$ cat src/rtl/smb_ptr_slave.sv
module smb_ptr_slave #(
  parameter logic [6:0] DEV_ADDR    = 7'h2C,
  parameter int         TIMEOUT_CYC = 875000
) (
  input  logic       clk,
  input  logic       rst_n,
  input  logic       scl_in,
  input  logic       sda_in,
  output logic       sda_oe,
  output logic [7:0] reg_addr,
  output logic [7:0] reg_wdata,
  output logic       reg_wr,
  input  logic [7:0] reg_rdata
);
  localparam int TW = $clog2(TIMEOUT_CYC + 1);

  typedef enum logic [2:0] {S_IDLE, S_DEV, S_PTR, S_WR, S_ACK, S_TX, S_HACK, S_IGN} st_t;

  st_t        state, nxt;
  logic [2:0] scl_sy, sda_sy, cnt;
  logic [7:0] sh, tx, ptr;
  logic       done;
  logic [TW-1:0] tmo_cnt;

  wire scl_q = scl_sy[1];
  wire scl_p = scl_sy[2];
  wire sda_q = sda_sy[1];
  wire sda_p = sda_sy[2];

  wire start_det = scl_q & scl_p & sda_p & ~sda_q;
  wire stop_det  = scl_q & scl_p & ~sda_p & sda_q;
  wire scl_rise  = scl_q & ~scl_p;
  wire scl_fall  = ~scl_q & scl_p;
  wire tmo_hit   = (tmo_cnt == TW'(TIMEOUT_CYC));
  wire rx_st     = (state == S_DEV) || (state == S_PTR) || (state == S_WR);

  assign reg_addr  = ptr;
  assign reg_wdata = sh;

  always_ff @(posedge clk or negedge rst_n) begin
    if (!rst_n) begin
      scl_sy <= '1;
      sda_sy <= '1;
    end else begin
      scl_sy <= {scl_sy[1:0], scl_in};
      sda_sy <= {sda_sy[1:0], sda_in};
    end
  end

  always_ff @(posedge clk or negedge rst_n) begin
    if (!rst_n)              tmo_cnt <= '0;
    else if (scl_q && sda_q) tmo_cnt <= '0;
    else if (!tmo_hit)       tmo_cnt <= tmo_cnt + 1'b1;
  end

  always_ff @(posedge clk or negedge rst_n) begin
    if (!rst_n) begin
      state  <= S_IDLE;
      nxt    <= S_IDLE;
      cnt    <= '0;
      sh     <= '0;
      tx     <= '0;
      ptr    <= '0;
      done   <= 1'b0;
      sda_oe <= 1'b0;
      reg_wr <= 1'b0;
    end else begin
      reg_wr <= 1'b0;
      if (start_det) begin
        state  <= S_DEV;
        cnt    <= '0;
        done   <= 1'b0;
        sda_oe <= 1'b0;
      end else if (stop_det || tmo_hit) begin
        state  <= S_IDLE;
        cnt    <= '0;
        done   <= 1'b0;
        sda_oe <= 1'b0;
      end else begin
        if (scl_rise) begin
          if (rx_st) begin
            sh  <= {sh[6:0], sda_q};
            cnt <= cnt + 1'b1;
            if (cnt == 3'd7) done <= 1'b1;
          end
          if (state == S_TX) cnt <= cnt + 1'b1;
          if (state == S_HACK) begin
            if (sda_q) state <= S_IGN;
            else begin
              state <= S_ACK;
              nxt   <= S_TX;
            end
          end
        end
        if (scl_fall) begin
          case (state)
            S_DEV: if (done) begin
              done <= 1'b0;
              if (sh[7:1] == DEV_ADDR) begin
                sda_oe <= 1'b1;
                nxt    <= sh[0] ? S_TX : S_PTR;
                state  <= S_ACK;
              end else begin
                state <= S_IGN;
              end
            end
            S_PTR: if (done) begin
              done   <= 1'b0;
              ptr    <= sh;
              sda_oe <= 1'b1;
              nxt    <= S_WR;
              state  <= S_ACK;
            end
            S_WR: if (done) begin
              done   <= 1'b0;
              reg_wr <= 1'b1;
              sda_oe <= 1'b1;
              nxt    <= S_WR;
              state  <= S_ACK;
            end
            S_ACK: begin
              state <= nxt;
              if (nxt == S_TX) begin
                tx     <= reg_rdata;
                sda_oe <= ~reg_rdata[7];
              end else begin
                sda_oe <= 1'b0;
              end
            end
            S_TX: begin
              if (cnt == 3'd0) begin
                sda_oe <= 1'b0;
                state  <= S_HACK;
              end else begin
                sda_oe <= ~tx[~cnt];
              end
            end
            default: ;
          endcase
        end
      end
    end
  end
endmodule

$ cat config.mk
export PLATFORM = sky130hd
export DESIGN_NAME = smb_ptr_slave
export DESIGN_NICKNAME = d
export VERILOG_FILES = /design/src/rtl/smb_ptr_slave.sv
export SDC_FILE = /design/constraint.sdc
export NUM_CORES = 1
export LEC_CHECK = 0
export BUFFER_PORTS_ARGS = -buffer_cell sky130_fd_sc_hd__buf_2
export CORE_AREA = 2 2 90 75
export CTS_CLUSTER_DIAMETER = 50
export DETAILED_ROUTE_END_ITERATION = 12
export DIE_AREA = 0 0 92 77
export PLACE_DENSITY = 0.78
export RECOVER_POWER = 50
export SYNTH_ARGS = -nofsm -noshare
export SYNTH_HDL_FRONTEND = slang
export SYNTH_SLANG_ARGS = --single-unit
$ cat constraint.sdc
create_clock -name clk -period 5.7 [get_ports clk]
set_clock_uncertainty 0.15 [all_clocks]
set_input_delay 0.285 -clock clk [delete_from_list [all_inputs] [get_ports clk]]
set_output_delay 0.285 -clock clk [all_outputs]
set_load 0.03 [all_outputs]
==> results.ini <==
[status]
outcome=completed

[finish]
layout_common_cells=dfrtp_1 (56), nor2_1 (30), nand2_1 (20), mux2_2 (16), buf_2 (15)
nets=323
syn_to_final_growth_pct=15.5
seq_area_um2=1560
multi_input_comb_area_um2=1400
diodes=0
fin_cells=395
fillers=536
drive_gt1_share_pct=22.2
final_common_cell=dfrtp_1
utilization_pct=56.4
design_area_um2=3480

[die]
coreArea_um2=6180
start_util_pct=48.8
dieWidth_um=92
dieHeight_um=77
io_pins=30
rows=26
die_area_um2=7080

[logic_synthesis]
yosysWarnings=0
netlist_instances=268
syn_nets=285
yosysSeqAreaShare_pct=51.7
synth-seq-cells=62
synth_cell_types=48
synth_edf_count=0
synth-main-ff-cell=dfrtp_1
syn_avg_cell_area_um2=11.3
async_flop_share_pct=100
syn_area_um2=3020

[sta]
period_needed_ns=2.52
setup_viol_count_final=0
period_share_pct=44.3
worst_pin_slew_ns=0.774
rsz0062_at_grt=false
slew_violations=0
hold_violations=0
fmax_mhz=396
worst_slack_ns=3.18
max_slew_margin_pct=48.2
tns_ns=0

[placement]
dp_slack_ns=3.17
portBuffers=29
placed_area_um2=3250
gp_congestion=0.876
place_hpwl_um=3970
place_inst=376

[pwr]
sequentialPowerShare_pct=45.8
clock_power_share_pct=33.6
power.switching_uw=401
p_sw_share_pct=31.8
leakage_uw=0.00155
vdd_ir_drop_max_uv=169
comb_power_share_pct=20.6
pwr_density_cell_nw_per_um2=362
power.internal_uw=858

[routing]
routedWlPerCell_um=14.5
drt-pass1-iter-count=4
routed_wl_um=5730
drcViolationCount=0
viasPerCell=5.43
vias=2144
drtIter0Drc=124
final_antenna_net_count=0

[global_routing]
grt_pass1_wl_um=9780
grt_pass1_vias=2003
grt.overflow.total=0
antenna_found_initial=0
track_usage_pct=17.6
grt_max_degree=63

[cts]
post_cts_resized=0
clockBufferDepth=2
cts.sinks=62
numCtsBuffers=9
clk_latency_ns=0.34
clk_pin_slew_ns=0.07
htree_levels=3
clock-root-buffer=clkbuf_8
cts_tree=done

[worst_setup_path]
worstReg2RegEnd=tx[1]
crit_family=simple AND/OR/NAND/NOR gates
rrSetupSlack_ns=3.18
path_max_fanout=15
path_buf_inv=1
cp_slowest_cell=or4b_1
critPathMaxStageDelay_ns=0.45
cp_cell_sequence=inv_1 -> ha_1 -> or4b_1 -> nor3_2 -> nand3_2 -> nand3b_2 -> mux2_2
r2r_cells=7
path_class=reg2reg
startpoint_type=flip-flop
cp.required_ns=5.77
crit_arrival_ns=2.59
worstReg2RegStart=tmo_cnt[0]
end_kind=flip-flop

[hold_path]
min_from=reg_rdata[2]
hold_end=tx[2]
hold_depth=2
hp-class=in2reg

[run]
drv_cap=0

[per-layer routing]
layer	wire [µm]	share of wire, %	track usage, %	vias to the layer above
met3	338	5.9	5.60	5
li1	-	-	-	1037
met2	2680	47	26.7	56
met1	2650	46	24.6	1046
met4	55	0.96	4.93	0
met5	0	0	0	-
[registers in the layout (all words and copies together) (netlist names)]
name / flops
state: 3
reg_wdata: 8
done: 1
reg_addr: 8
nxt: 3
tmo_cnt: 20
reg_wr: 1
tx: 8
sda_oe: 1
sda_sy: 3
cnt: 3
scl_sy: 3
[metrics by stage]
stage,total power (µW),hold WS [ns]
2_1_floorplan,759,-0.161
3_3_place_gp,835,0.198
3_5_place_dp,845,0.197
4_1_cts,1270,0.0195
5_1_grt,1330,0.0328
6_report,1260,0.0267
[synth_stat cells, types with 2 or more instances]
library cell | instances | share of area [%]
mux2_2 | 16 | 6.0
o31ai_1 | 3 | 0.75
dfrtp_1 | 56 | 46
nand4_1 | 6 | 1.2
and3_1 | 2 | 0.41
and4_1 | 2 | 0.58
xor2_1 | 11 | 3.2
nand3b_1 | 4 | 1.0
nand4b_1 | 2 | 0.58
mux2_4 | 8 | 4.0
nand2b_1 | 4 | 0.83
nor2_1 | 30 | 3.7
inv_1 | 8 | 1.0
mux4_2 | 2 | 1.5
and2_1 | 2 | 0.41
nand3_2 | 2 | 0.66
nand3_1 | 11 | 1.8
a31oi_1 | 2 | 0.41
a211oi_1 | 2 | 0.50
or3_1 | 2 | 0.41
nor3_1 | 8 | 1.3
o21ai_0 | 9 | 1.5
ha_1 | 5 | 2.1
clkbuf_1 | 3 | 0.37
dfstp_2 | 6 | 5.2
a21oi_1 | 10 | 1.7
buf_2 | 3 | 0.50
xnor2_1 | 6 | 1.7
mux2i_1 | 3 | 1.0
nand2_1 | 20 | 2.5
nor4bb_1 | 3 | 1.0
[kinds of logic after synthesis]
kind of cell,share of synthesized area (%)
AND/OR/NAND/NOR,20.7
flip-flops,51.7
AO/OA/AOI/OAI,6.35
multiplexers,12.4
XOR/XNOR,4.94
buffers and inverters,1.87
adder cells (fa/ha/maj),2.07
[worst max-delay path by stage]
stage                     endpoint  slack [ns]        from  cells past startpoint
final                        tx[1]        3.18  tmo_cnt[0]                      7
after detailed placement     tx[6]        3.17  tmo_cnt[0]                      7
after CTS                    tx[6]        3.17  tmo_cnt[0]                      7
after global placement       tx[3]        3.28  tmo_cnt[0]                      7
after floorplan              tx[0]        3.56  tmo_cnt[0]                      7
after global routing         tx[3]        2.98  tmo_cnt[0]                      7
[area by class of cell]
type / instances / share of cell area, %
multi-input combinational: 192 / 40.2
sequential: 62 / 44.8
timing repair buffer: 33 / 4.74
inverter: 8 / 0.862
tap: 84 / 3.02
clock buffer: 10 / 3.95
clock inverter: 6 / 2.44
[power by group through the flow]
stage | logic, µW | registers (µW) | clock network [µW]
after floorplan | 151 | 608 | 0
after global placement | 255 | 581 | 0
after detailed placement | 262 | 583 | 0
after CTS | 265 | 577 | 431
after global routing | 286 | 588 | 451
final | 259 | 577 | 424
[worst register-to-register path, stage by stage (launching register included)]
cell	delay, ns
dfrtp_1	0.42
inv_1	0.08
ha_1	0.14
or4b_1	0.45
nor3_2	0.18
nand3_2	0.30
nand3b_2	0.33
mux2_2	0.36
[repair_timing]
action / in CTS / in global routing
hold endpoints to repair: 58 / 0
hold buffers: 3 / 0
buffers inserted: 0 / 0
Note: power is estimated with default switching activity, not from simulation.
